[src/rtl/lsd_pkg.sv]
package lsd_pkg;
  typedef enum logic [1:0] {
    M_STBY  = 2'b00,
    M_INPUT = 2'b01,
    M_ON    = 2'b10,
    M_OFF   = 2'b11
  } chan_mode_e;

  // Field of channel ch inside a command word (2 bits per channel, ch 0 at LSB)
  function automatic logic [1:0] cmd_field(input logic [15:0] w, input int unsigned ch);
    return w[2*ch +: 2];
  endfunction

  // Whether the mode requests the driver on, before faults are applied
  function automatic logic want_on(input chan_mode_e m, input logic pin);
    case (m)
      M_INPUT: return pin;
      M_ON:    return 1'b1;
      default: return 1'b0;
    endcase
  endfunction

  // Diagnostic sink current request for a given mode and final gate state
  function automatic logic diag_wanted(input chan_mode_e m, input logic pu_quiet,
                                       input logic gate);
    case (m)
      M_INPUT: return !gate;
      M_OFF:   return !pu_quiet;
      default: return 1'b0;
    endcase
  endfunction
endpackage

[src/rtl/lsd_ovl_filter.sv]
module lsd_ovl_filter #(
  parameter int unsigned FILT = 375000
) (
  input  logic clk,
  input  logic rst_n,
  input  logic arm,
  output logic trip
);
  localparam int unsigned CW = (FILT < 2) ? 1 : $clog2(FILT + 1);
  localparam logic [CW-1:0] LAST = CW'(FILT - 1);

  logic [CW-1:0] cnt_q;

  assign trip = arm && (cnt_q == LAST);

  always_ff @(posedge clk or negedge rst_n) begin
    if (!rst_n)          cnt_q <= '0;
    else if (!arm||trip) cnt_q <= '0;
    else                 cnt_q <= cnt_q + 1'b1;
  end

  // the run counter never passes the filter length
  a_r7_cnt_bound: assert property (@(posedge clk) disable iff (!rst_n)
    cnt_q <= LAST);

  // a dropped overload restarts the filter
  a_r7_restart: assert property (@(posedge clk) disable iff (!rst_n)
    !arm |=> cnt_q == '0);
endmodule

[src/rtl/lsd_flag_latch.sv]
module lsd_flag_latch (
  input  logic clk,
  input  logic rst_n,
  input  logic set,
  input  logic clr,
  output logic q
);
  always_ff @(posedge clk or negedge rst_n) begin
    if (!rst_n)   q <= 1'b0;
    else if (set) q <= 1'b1;
    else if (clr) q <= 1'b0;
  end

  // a new fault beats a simultaneous clear
  a_r11_set_wins: assert property (@(posedge clk) disable iff (!rst_n)
    set |=> q);

  // a clear with no new fault leaves the flag low
  a_r1_clear: assert property (@(posedge clk) disable iff (!rst_n)
    (clr && !set) |=> !q);
endmodule

[src/rtl/lsd_chan_ctrl.sv]
module lsd_chan_ctrl
  import lsd_pkg::*;
#(
  parameter int unsigned CH   = 0,
  parameter int unsigned FILT = 375000
) (
  input  logic        clk,
  input  logic        rst_n,
  input  logic [15:0] cmd_word,
  input  logic        cmd_wr,
  input  logic        limp,
  input  logic        reinit,
  input  logic        pin,
  input  logic        ovl,
  input  logic        otemp,
  input  logic        open_cmp,
  output logic        gate,
  output logic        diag,
  output logic        ol_flag,
  output logic        drv_flag
);
  chan_mode_e mode_q;
  logic       pu_quiet_q;
  logic       wr_ok;
  logic [1:0] fld;
  logic       clr_faults;
  logic       want;
  logic       ovl_arm;
  logic       ovl_trip;
  logic       drv_set;
  logic       ol_set;

  assign fld        = cmd_field(cmd_word, CH);
  assign wr_ok      = cmd_wr && !limp;
  assign clr_faults = (wr_ok && fld == M_STBY) || reinit;

  always_ff @(posedge clk or negedge rst_n) begin
    if (!rst_n) begin
      mode_q     <= M_OFF;
      pu_quiet_q <= 1'b1;
    end else if (reinit) begin
      mode_q     <= M_OFF;
      pu_quiet_q <= 1'b1;
    end else if (wr_ok) begin
      mode_q     <= chan_mode_e'(fld);
      pu_quiet_q <= 1'b0;
    end
  end

  assign want    = limp ? pin : want_on(mode_q, pin);
  assign gate    = want && !drv_flag;
  assign diag    = limp ? !gate : diag_wanted(mode_q, pu_quiet_q, gate);

  assign ovl_arm = ovl && gate;
  assign drv_set = otemp || ovl_trip;
  assign ol_set  = open_cmp && diag;

  lsd_ovl_filter #(.FILT(FILT)) u_filt (
    .clk  (clk),
    .rst_n(rst_n),
    .arm  (ovl_arm),
    .trip (ovl_trip)
  );

  lsd_flag_latch u_drv (
    .clk  (clk),
    .rst_n(rst_n),
    .set  (drv_set),
    .clr  (clr_faults),
    .q    (drv_flag)
  );

  lsd_flag_latch u_ol (
    .clk  (clk),
    .rst_n(rst_n),
    .set  (ol_set),
    .clr  (clr_faults),
    .q    (ol_flag)
  );

  // standby outside limp-home is fully quiet
  a_r1_standby_quiet: assert property (@(posedge clk) disable iff (!rst_n)
    (!limp && mode_q == M_STBY) |-> (!gate && !diag));

  // a filter expiry latches the fault and drops the gate
  a_r7_trip_latch: assert property (@(posedge clk) disable iff (!rst_n)
    ovl_trip |=> (drv_flag && !gate));

  // open load is only recorded while the driver is off
  a_r9_ol_when_off: assert property (@(posedge clk) disable iff (!rst_n)
    ol_set |-> !gate);

  // writes during limp-home leave the mode untouched
  a_r10_write_ignored: assert property (@(posedge clk) disable iff (!rst_n)
    (limp && cmd_wr && !reinit) |=> mode_q == $past(mode_q));

  // limp-home exit returns to the quiet power-up off state
  a_r4_reinit_quiet: assert property (@(posedge clk) disable iff (!rst_n)
    reinit |=> (mode_q == M_OFF && pu_quiet_q));
endmodule

[src/rtl/lsd_chan_bank.sv]
module lsd_chan_bank #(
  parameter int unsigned NCH      = 4,
  parameter int unsigned OVL_FILT = 375000
) (
  input  logic           clk,
  input  logic           rst_n,
  input  logic [15:0]    cmd_word,
  input  logic           cmd_wr,
  input  logic [NCH-1:0] par_in,
  input  logic           limp,
  input  logic [NCH-1:0] ovl_in,
  input  logic [NCH-1:0] otemp_in,
  input  logic [NCH-1:0] open_in,
  output logic [NCH-1:0] gate_on,
  output logic [NCH-1:0] diag_en,
  output logic [NCH-1:0] ol_flag,
  output logic [NCH-1:0] drv_flag
);
  logic limp_q;
  logic limp_exit;

  always_ff @(posedge clk or negedge rst_n) begin
    if (!rst_n) limp_q <= 1'b0;
    else        limp_q <= limp;
  end

  assign limp_exit = limp_q && !limp;

  for (genvar i = 0; i < NCH; i++) begin : g_ch
    lsd_chan_ctrl #(.CH(i), .FILT(OVL_FILT)) u_ch (
      .clk     (clk),
      .rst_n   (rst_n),
      .cmd_word(cmd_word),
      .cmd_wr  (cmd_wr),
      .limp    (limp),
      .reinit  (limp_exit),
      .pin     (par_in[i]),
      .ovl     (ovl_in[i]),
      .otemp   (otemp_in[i]),
      .open_cmp(open_in[i]),
      .gate    (gate_on[i]),
      .diag    (diag_en[i]),
      .ol_flag (ol_flag[i]),
      .drv_flag(drv_flag[i])
    );
  end

  // one edge after limp-home exit every flag is clear
  a_r10_exit_clear: assert property (@(posedge clk) disable iff (!rst_n)
    (limp_exit && ovl_in == '0 && otemp_in == '0 && open_in == '0)
      |=> (drv_flag == '0 && ol_flag == '0));

  // overtemperature latches the drive fault on the next edge
  a_r8_otemp_latch: assert property (@(posedge clk) disable iff (!rst_n)
    (otemp_in != '0) |=> ((drv_flag & $past(otemp_in)) == $past(otemp_in)));
endmodule

[config.mk]
export PLATFORM = sky130hd
export DESIGN_NAME = lsd_chan_bank
export DESIGN_NICKNAME = d
export VERILOG_FILES = /design/src/rtl/lsd_pkg.sv /design/src/rtl/lsd_ovl_filter.sv /design/src/rtl/lsd_flag_latch.sv /design/src/rtl/lsd_chan_ctrl.sv /design/src/rtl/lsd_chan_bank.sv
export SDC_FILE = /design/constraint.sdc
export NUM_CORES = 1
export LEC_CHECK = 0
export ABC_AREA = 1
export BUFFER_PORTS_ARGS = -buffer_cell sky130_fd_sc_hd__buf_2
export CORE_AREA = 5 5 186 116
export CTS_CLUSTER_SIZE = 24
export DETAILED_ROUTE_END_ITERATION = 12
export DIE_AREA = 0 0 191 121
export GPL_TIMING_DRIVEN = 0
export SYNTH_ARGS = -nofsm -noshare
export SYNTH_HDL_FRONTEND = slang
export SYNTH_SLANG_ARGS = --single-unit
export TNS_END_PERCENT = 20
[constraint.sdc]
create_clock -name clk -period 3.24 [get_ports clk]
set_input_delay 0.324 -clock clk [delete_from_list [all_inputs] [get_ports clk]]
set_output_delay 0.324 -clock clk [all_outputs]
set_load 0.05 [all_outputs]
==> results.py, run 1 <==
metrics = {
    "critical_path": {
        "arrival_ns": 2.07,
        "end_kind": "output port",
        "crit_path_max_fanout": 4,
        "cpPeakStageDelay_ns": 0.57,
        "crit_buf_inv": 3,
        "cp.required_ns": 2.92,
        "crit_path_top_delay_cell": "dfstp_2",
        "critPathMostFrequentCell": "nand2_1",
        "critical_path_class": "flip-flop to output port",
        "start_kind": "flip-flop",
        "cp_top_family": "flip-flops",
        "worstPathCellList": "inv_1, ha_1, a21oi_1, nand3_1, nand2_1, nand2_1, buf_4, buf_2",
    },
    "clock_tree": {
        "cts.reportedPaths.clkPinSlew_ns": 0.08,
        "clockRootBuffer": "clkbuf_16",
        "cts_buffers": 9,
        "cts_tree": "yes",
        "cts_setup_buffers": 0,
        "clock-sinks": 94,
        "cts_resized": 0,
        "clkLatencyLatePin_ns": 0.36,
        "holdBufCountCts": 1,
        "htreeDepth": 3,
        "cts_buffer_depth": 2,
    },
    "route": {
        "vias": 4652,
        "vias_per_cell": 4.23,
        "detail_route.wl_per_cell_um": 11.8,
        "drt-initial-drc-count": 305,
        "finalWirelength_mm": 13.0,
        "ant_nets": 0,
        "drcViolationCount": 0,
        "dr.pass1.iters": 4,
    },
    "power": {
        "max-vdd-ir-drop_uv": 214,
        "leakagePower_nw": 2.93,
        "powerDensity_nw_per_um2": 398,
    },
    "die": {
        "core_um2": 19700,
        "num_rows": 40,
        "ios": 52,
        "die_area_um2": 23100,
        "die_h_um": 121,
        "die_x_um": 191,
        "initial_core_util_pct": 29.6,
    },
    "sta": {
        "min_period_ns": 2.40,
        "fin_tns_setup_ns": 0,
        "fmax_mhz": 417,
        "clock_skew_ns": 0.0104,
        "setup_viol": 0,
        "drv_slew": 0,
        "fin_crit_sh_pct": 73.9,
        "rsz0062_at_grt": "false",
        "slew_headroom_pct": 46.8,
        "worst_slew_pin_slew_ns": 0.795,
        "hold_viol": 0,
    },
    "place": {
        "place.gp.congestion": 0.890,
        "io_buffers": 43,
        "dpl_cell_area_um2": 6400,
        "place_hpwl_mm": 9.84,
    },
    "synth": {
        "synth_area_um2": 5810,
        "syn-instance-count": 766,
        "yosys_register_bits": 94,
        "syn_nets": 818,
        "synth_warnings": 0,
        "synth-edff-count": 0,
        "ys_top_cells_by_area": "dfrtp_1, nand2_1, nor2_1, inv_1, xor2_1",
        "synth_top_area_cell": "dfrtp_1",
        "synth.top_cell.area_share_pct": 36.6,
        "async_reset_ff_share_pct": 100,
        "synthDistinctLibCells": 32,
        "synthFlopType": "dfrtp_1",
        "ys_seq_area_share_pct": 40.7,
        "synth_area_per_cell_um2": 7.59,
    },
    "grt": {
        "grt_pass1_vias": 4240,
        "overflow": 0,
        "grt_use_total_pct": 11.8,
        "grt_max_degree": 64,
        "grt_pass1_wl_mm": 21.6,
        "antenna_found_initial": 0,
    },
    "job": {
        "maxCapViolCount": 0,
    },
    "final_layout": {
        "drive_above_1_share_pct": 15.5,
        "design_area_um2": 6730,
        "layout.nets": 874,
        "area_growth_syn_to_layout_pct": 15.7,
        "num_antenna_cells": 0,
    },
    "hold_path": {
        "hold_class": "primary input to flip-flop",
    },
    "run_status": {
        "status": "completed",
    },
}
-- layer usage --
metal | GRT usage [%] | vias up | wire length, µm
met1 | 18.6 | 2126 | 7190
met5 | 0 | - | 0
met2 | 15.7 | 83 | 5000
met4 | 3.32 | 0 | 218
li1 | - | 2427 | -
met3 | 2.70 | 16 | 619
-- power by group --
group          leakage, nW  total [mW]  internal [mW]  switching [mW]
clock                0.154        1.14          0.617           0.521
combinational         1.52       0.310          0.103           0.206
sequential            1.25        1.23           1.21          0.0216
-- synthesized netlist by cell type, types with 3 or more instances --
cell	count
nand2_1	203
nor2_1	152
inv_1	100
dfrtp_1	85
nand3_1	45
xor2_1	35
nor2_4	23
buf_4	16
ha_1	16
xnor2_1	15
nand4_1	10
o21ai_0	10
dfstp_2	9
nor3_1	8
a21oi_1	7
o21bai_1	5
buf_6	3
nand3_2	3
nand3b_1	3
-- state kept, by name (all words and copies together), names as in the netlist --
register and cells:
g_ch.u_ch.u_filt.cnt_q 76, g_ch.u_ch.mode_q 8, g_ch.u_ch.u_drv.q 4, g_ch.u_ch.u_ol.q 4, g_ch.u_ch.pu_quiet_q 1, limp_q 1
-- layout make-up --
class                      instances  area [µm²]
clock inverter                     7        90.1
multi-input combinational        548        2870
sequential                        94        2360
buffer                            23         203
fill                            2104       12900
inverter                         101         382
tap                              273         342
clock buffer                       9         225
timing repair buffer              45         255
-- cell usage in the layout, fill, tap and decap left out, drive strengths merged, types with 2 or more instances in the layout --
cell type and n:
o21ai 12, nand3 48, a21oi 10, xor2 35
nand2 205, o21bai 5, nor2 177, inv 104
nand3b 3, clkbuf 10, and2 2, dfrtp 85
clkinv 3, nand4 10, ha 16, dfstp 9
xnor2 15, nor3 9, buf 66
-- kinds of logic after synthesis --
family	share of synthesized area, %
simple gates	34.8
buf+inv	10.1
flops	40.7
xor+xnor	7.53
compound gates	3.49
fa+ha+maj	3.44
-- path summary, 6_finish.rpt --
kind	slack, ns	depth (start not counted)	to	from
max in group asynchronous	2.08	3	g_ch[3].u_ch.mode_q[1]	rst_n
hold / removal	0.1	1	limp_q	limp
setup / recovery	0.84	8	diag_en[3]	g_ch[3].u_ch.mode_q[0]
min in group asynchronous	0.46	2	g_ch[0].u_ch.u_filt.cnt_q[12]	rst_n
hold reg to reg	0.46	1	g_ch[1].u_ch.u_filt.cnt_q[0]	g_ch[1].u_ch.u_filt.cnt_q[0]
setup reg to reg	1.30	8	g_ch[3].u_ch.u_filt.cnt_q[6]	g_ch[3].u_ch.mode_q[0]
-- through the flow --
step | hold slack, ns | total power [mW] | utilization (%) | worst slack, ns | instances
after floorplan | 0.0284 | 1.47 | - | 1.48 | 766
after global placement | 0.449 | 1.56 | 32.4 | 0.781 | 1082
after detailed placement | 0.311 | 1.57 | 32.5 | 1.19 | 1083
after CTS | 0.0808 | 2.73 | 34.2 | 0.785 | 1100
after global routing | 0.0861 | 2.80 | 34.2 | 0.684 | 1100
final | 0.0982 | 2.68 | 34.2 | 0.845 | 1100
Power figures use the tool's default switching activity.
==> run 2, diff against run 1 <==
Settings changed: ABC_AREA 1 to 0, CORE_AREA 5 5 186 116 to 5 5 172 108, DIE_AREA 0 0 191 121 to 0 0 177 113.
Clock period 3.24 ns to 2 ns, I/O delays scaled along.
==> run 2 against run 1 <==
Hold slack lost 0.044 ns. Register-to-register slack lost 1.4 ns. Design area shrank 7.8%. Critical path depth shrank 1. Clock power grew 47%. Sequential cell count is the same. First-iteration DRC count shrank 19%. Via count shrank 19%. The flow now finishes with violations (setup timing). Clock skew grew 0.00086 ns. Sequential power grew 62%. Cell count shrank 25%.
==> results.py, run 2 <==
metrics = {
    "sta": {
        "hold_viol": 0,
        "clock_skew_ns": 0.0112,
        "fmax_mhz": 470,
        "fin_crit_sh_pct": 106,
        "setup_viol": 23,
        "rsz0062_at_grt": "true",
        "fin_tns_setup_ns": -1.21,
        "drv_slew": 0,
        "slew_headroom_pct": 41.6,
        "setup_slack_ns": -0.128,
        "min_period_ns": 2.13,
        "worst_slew_pin_slew_ns": 0.868,
    },
    "critical_path": {
        "end_kind": "output port",
        "worstPathCellList": "inv_2, ha_4, nand2b_4, o21ai_1, a32oi_1, a21o_1, buf_8",
        "cp.required_ns": 1.80,
        "arrival_ns": 1.93,
        "start_kind": "flip-flop",
        "critical_path_class": "flip-flop to output port",
        "cpPeakStageDelay_ns": 0.55,
        "crit_path_top_delay_cell": "dfstp_2",
        "crit_path_max_fanout": 3,
    },
    "route": {
        "dr.pass1.iters": 5,
        "vias": 3784,
        "finalWirelength_mm": 11.7,
        "vias_per_cell": 4.59,
        "detail_route.wl_per_cell_um": 14.2,
        "drt-initial-drc-count": 247,
        "ant_nets": 0,
        "drcViolationCount": 0,
    },
    "grt": {
        "grt_max_degree": 61,
        "grt_pass1_wl_mm": 19.4,
        "grt_pass1_vias": 3620,
        "antenna_found_initial": 1,
        "grt_use_total_pct": 12.1,
        "overflow": 0,
    },
    "synth": {
        "synthDistinctLibCells": 46,
        "yosys_register_bits": 94,
        "synth-simple-area-share_pct": 24.1,
        "synth_top_area_cell": "dfrtp_1",
        "synth_area_um2": 4950,
        "synth.top_cell.area_share_pct": 43.0,
        "synth_xor_area_share_pct": 11.5,
        "ys_seq_area_share_pct": 47.8,
        "synth_most_common_cell": "nor2_1",
        "synth_commonest_cells": "nor2_1, dfrtp_1, xnor2_1",
        "synth-adder-area-share_pct": 4.05,
        "ys_top_cells_by_area": "dfrtp_1, nor2_1, xnor2_1, xor2_1, dfstp_2",
        "synthFlopType": "dfrtp_1",
        "syn_nets": 573,
        "syn-instance-count": 521,
        "synth_compound_area_share_pct": 7.13,
        "synth-edff-count": 0,
        "synth_area_per_cell_um2": 9.50,
        "async_reset_ff_share_pct": 100,
        "synth_warnings": 0,
        "synth.mux.area_fraction_pct": 0,
        "synth_top_family_by_area": "simple AND/OR/NAND/NOR gates",
    },
    "power": {
        "max-vdd-ir-drop_uv": 403,
        "leakagePower_nw": 2.46,
        "powerDensity_nw_per_um2": 682,
    },
    "clock_tree": {
        "cts_buffer_depth": 2,
        "cts.reportedPaths.clkPinSlew_ns": 0.07,
        "htreeDepth": 3,
        "clkLatencyLatePin_ns": 0.35,
        "clock-sinks": 94,
        "clockRootBuffer": "clkbuf_16",
        "cts_tree": "yes",
        "cts_buffers": 9,
    },
    "final_layout": {
        "reg_top3": "g_ch.u_ch.u_filt.cnt_q (76), g_ch.u_ch.mode_q (8)",
        "largest_reg_flops": 76,
        "fin_cells": 824,
        "layout.nets": 637,
        "fill_cells": 1704,
        "postLayoutCoreUtil_pct": 37.0,
        "final_common_cell": "nor2_1",
        "drive_above_1_share_pct": 24.4,
        "layout_common_cells": "nor2_1, dfrtp_1, buf_2, xnor2_1, nand2_1",
        "num_antenna_cells": 0,
        "largest-register": "g_ch.u_ch.u_filt.cnt_q",
        "area_growth_syn_to_layout_pct": 25.3,
        "design_area_um2": 6200,
    },
    "die": {
        "die_h_um": 113,
        "die_area_um2": 20000,
        "initial_core_util_pct": 29.5,
        "num_rows": 37,
        "die_x_um": 177,
        "ios": 52,
        "core_um2": 16800,
    },
    "place": {
        "place_hpwl_mm": 8.28,
        "post-place-cells": 799,
        "dpl_cell_area_um2": 5490,
        "place.gp.congestion": 0.824,
        "post-place-ws_ns": -0.295,
        "io_buffers": 43,
    },
    "run_status": {
        "failed_checks": "setup timing",
        "status": "complete, but fails checks",
    },
    "hold_path": {
        "hold_class": "primary input to flip-flop",
    },
    "job": {
        "maxCapViolCount": 0,
    },
}
[run 2: cell types whose count changed after synthesis, sizes merged, moves of 5 or more]
cell	previous run	this run
o21bai	5	0
and4	0	5
nand4	10	17
o22a	0	8
nand2b	0	6
xor2	35	30
nor4	0	10
xnor2	15	35
and3	0	8
nor2	177	96
nand2	205	32
o21ai	12	21
inv	101	28
nand3	48	33
[run 2: metal layers]
layer  part of all wire [%]  global-route usage (%)
met1                     55                    19.0
met2                     40                    16.4
met3                    3.8                    2.94
met4                    1.2                    2.94
met5                  0.060                       0
[run 2: worst paths after layout]
check / to / start / slack (ns) / depth (start not counted)
setup / recovery: diag_en[3] / g_ch[3].u_ch.mode_q[0] / -0.13 / 7
hold / removal: g_ch[0].u_ch.u_drv.q / otemp_in[0] / 0.05 / 3
setup reg to reg: g_ch[3].u_ch.u_filt.cnt_q[13] / g_ch[3].u_ch.u_filt.cnt_q[14] / -0.08 / 5
hold reg to reg: g_ch[1].u_ch.u_filt.cnt_q[0] / g_ch[1].u_ch.u_filt.cnt_q[0] / 0.46 / 1
max in group asynchronous: g_ch[0].u_ch.mode_q[0] / rst_n / 0.90 / 3
min in group asynchronous: g_ch[1].u_ch.u_filt.cnt_q[4] / rst_n / 0.35 / 2
[run 2: area by class of cell]
| type | count | area (µm²) | area share (%) |
|---|---|---|---|
| Timing Repair Buffer | 58 | 445 | 7.18 |
| Buffer | 18 | 155 | 2.50 |
| Inverter | 28 | 105 | 1.69 |
| Clock buffer | 9 | 225 | 3.63 |
| Multi-Input combinational cell | 376 | 2550 | 41.2 |
| Clock inverter | 7 | 61.3 | 0.989 |
| Sequential cell | 94 | 2360 | 38.1 |
| Tap cell | 234 | 293 | 4.72 |
[run 2: report_power, final]
group          leakage, nW  switching (mW)  internal [mW]  total, mW
Sequential            1.25          0.0391           1.95       1.99
Combinational         1.07           0.330          0.231      0.560
Clock                0.135           0.809          0.871       1.68
[run 2: cell families (layout without fill, tap and decap cells)]
kind of cell               Yosys count  after routing
AOI/OAI and AO/OA                   54             54
xor gates and xnor gates            65             65
and+or+nand+nor                    241            241
adders and majority gates           16             16
buffers and inverters               51            120
DFF                                 94             94
[run 2: critical path: cells and delay by family (launching register included)]
kind | cells | cell delay, ns
AO/OA/AOI/OAI | 3 | 0.42
adder cells (fa/ha/maj) | 1 | 0.26
flip-flops | 1 | 0.55
AND/OR/NAND/NOR | 1 | 0.13
buffers and inverters | 2 | 0.22
[run 2: through the flow]
stage	power, mW	hold WS [ns]
after global routing	4.43	0.0595
after CTS	4.27	0.0438
after global placement	2.45	0.408
after detailed placement	2.46	0.201
final	4.23	0.0540
after floorplan	2.30	-0.0956
[run 2: repair_timing]
item	CTS	global route
gates resized for setup	64	24
hold endpoints to repair	34	0
pin swaps	20	12
endpoints found under the setup margin	74	67
hold buffers	1	0
cloned	0	0
setup buffers	11	2
==> run 3, diff against run 2 <==
Settings changed: REMOVE_ABC_BUFFERS set to 1.
==> run 3 against run 2 <==
The flow still finishes with violations (setup timing). Count of clock-buffer cells in the layout up 2. Clock skew shrank 0.0023 ns. Via count up 0.61%. Hold slack better by 0.012 ns. Sequential share of layout area is 1.3 points higher. Design area down 3.1%. Sequential power barely moved. Die area did not move. Register-to-register slack improved by 0.10 ns. Worst setup slack better by 0.017 ns. Combinational power down 13%. Critical path type unchanged. Largest power group unchanged.
==> results.py, run 3 (synthesis results as in run 2) <==
metrics = {
    "run_status": {
        "status": "complete, but fails checks",
        "failed_checks": "setup timing",
    },
    "sta": {
        "fin_crit_sh_pct": 106,
        "setup_slack_ns": -0.111,
        "drv_slew": 0,
        "fmax_mhz": 474,
        "fin_tns_setup_ns": -0.504,
        "clock_skew_ns": 0.00890,
        "slew_headroom_pct": 52.9,
        "worst_slew_pin_slew_ns": 0.700,
        "min_period_ns": 2.11,
        "setup_viol": 8,
        "rsz0062_at_grt": "true",
        "hold_viol": 0,
    },
    "route": {
        "drt-initial-drc-count": 195,
        "detail_route.wl_per_cell_um": 14.5,
        "drcViolationCount": 0,
        "ant_nets": 0,
        "finalWirelength_mm": 11.6,
        "vias": 3807,
        "dr.pass1.iters": 4,
        "vias_per_cell": 4.74,
    },
    "grt": {
        "grt_pass1_wl_mm": 19.5,
        "grt_pass1_vias": 3845,
        "grt_use_total_pct": 11.9,
        "grt_max_degree": 62,
        "overflow": 0,
        "antenna_found_initial": 0,
    },
    "die": {
        "core_um2": 16800,
        "die_x_um": 177,
        "die_h_um": 113,
        "die_area_um2": 20000,
        "num_rows": 37,
        "ios": 52,
        "initial_core_util_pct": 29.5,
    },
    "clock_tree": {
        "clockRootBuffer": "clkbuf_16",
        "cts_buffer_depth": 2,
        "clkLatencyLatePin_ns": 0.34,
        "clock-sinks": 94,
        "htreeDepth": 3,
        "cts.reportedPaths.clkPinSlew_ns": 0.07,
        "cts_buffers": 9,
        "cts_tree": "yes",
    },
    "critical_path": {
        "arrival_ns": 1.91,
        "start_kind": "flip-flop",
        "cp.required_ns": 1.80,
        "reg2reg_slack_ns": 0.02,
        "r2r.worst_path.cells": 7,
        "r2r-start": "g_ch[3].u_ch.mode_q[0]",
        "crit_path_max_fanout": 4,
        "reg2reg_to": "g_ch[3].u_ch.u_filt.cnt_q[15]",
        "critical_path_class": "flip-flop to output port",
        "end_kind": "output port",
    },
    "power": {
        "leakagePower_nw": 2.36,
        "powerDensity_nw_per_um2": 702,
        "p_int_mw": 3.13,
        "combPwrFrac_pct": 11.5,
        "netSwitchingFraction_pct": 25.7,
        "p_total_mw": 4.22,
        "pwr-share-clk_pct": 41.3,
        "max-vdd-ir-drop_uv": 407,
        "p_seq_share_pct": 47.2,
        "p_sw_mw": 1.09,
    },
    "final_layout": {
        "layout_common_cells": "nor2_1, dfrtp_1, xnor2_1",
        "largest-register": "g_ch.u_ch.u_filt.cnt_q",
        "drive_above_1_share_pct": 20.6,
        "layout.nets": 616,
        "largest_reg_flops": 76,
        "num_antenna_cells": 0,
        "reg_top3": "g_ch.u_ch.u_filt.cnt_q (76), g_ch.u_ch.mode_q (8)",
        "area_growth_syn_to_layout_pct": 21.4,
        "final_common_cell": "nor2_1",
    },
    "place": {
        "place.gp.congestion": 0.832,
        "io_buffers": 43,
        "place_hpwl_mm": 8.33,
    },
    "hold_path": {
        "whs_endpoint": "g_ch[3].u_ch.u_drv.q",
        "min_from": "otemp_in[3]",
        "hold_class": "primary input to flip-flop",
        "hold_depth": 3,
    },
    "job": {
        "maxCapViolCount": 0,
    },
}
-- run 3: changes by cell type in the layout (fill, tap and decap cells not counted), moves of 3 or more --
cell and change:
buf_4 -13, buf_8 -10, buf_6 +5, o21ai_2 -4, inv_1 +3, inv_2 -3, inv_6 -3, nor2b_2 -3
-- run 3: worst max-delay path, stage by stage, from the launching register on --
cell and delay (ns):
dfstp_2 0.59, inv_1 0.05, ha_1 0.19, nor2b_1 0.13, o21ai_0 0.29, a21oi_4 0.15, buf_8 0.18
-- run 3: area by class of cell --
class	count	area (µm²)
sequential	94	2360
fill	1711	10800
timing repair buffer	55	397
multi-input combinational	376	2550
inverter	28	105
tap	234	293
clock buffer	11	243
clock inverter	5	57.6
-- run 3: layer usage --
metal  vias to the layer above  track usage (%)  wire length [µm]
met5                         -                0                 0
met4                         0             2.27                78
met3                         6             2.67               428
met2                        63             18.8              5220
met1                      1878             16.9              5900
li1                       1860                -                 -
-- run 3: worst max-delay path by stage --
stage / slack (ns) / start / endpoint
after floorplan: -0.94 / g_ch[1].u_ch.mode_q[0] / g_ch[1].u_ch.u_filt.cnt_q[16]
after global placement: -0.58 / g_ch[1].u_ch.mode_q[0] / g_ch[1].u_ch.u_filt.cnt_q[16]
after detailed placement: -0.64 / g_ch[1].u_ch.mode_q[0] / g_ch[1].u_ch.u_filt.cnt_q[16]
after CTS: -0.15 / g_ch[0].u_ch.mode_q[0] / diag_en[0]
after global routing: -0.18 / g_ch[0].u_ch.mode_q[0] / diag_en[0]
final: -0.11 / g_ch[0].u_ch.mode_q[1] / gate_on[0]
-- run 3: stage by stage --
stage	utilization [%]	setup WS, ns	cells	hold slack, ns	area (µm²)
final	35.8	-0.111	803	0.0664	6010
after global placement	31.6	-0.581	775	0.402	5290
after floorplan	-	-0.941	498	-0.0956	4780
after detailed placement	31.8	-0.638	776	0.190	5320
after CTS	35.1	-0.150	803	0.0552	5880
after global routing	35.8	-0.184	803	0.0716	6010
-- run 3: what timing repair did --
item,CTS,global route
pin swaps,6,17
hold buffers,1,0
setup buffers,10,0
gates resized for setup,38,27
gates cloned,0,0
hold endpoints to repair,33,0
setup endpoints to repair,83,81
-- run 3: power groups by stage --
stage / Sequential, mW / Clock, mW / Combinational [mW]
floorplan: 2.08 / 0 / 0.168
global placement: 2.02 / 0 / 0.374
detailed placement: 2.02 / 0 / 0.392
CTS: 1.99 / 1.79 / 0.468
global route: 1.99 / 1.87 / 0.530
finish: 1.99 / 1.74 / 0.485
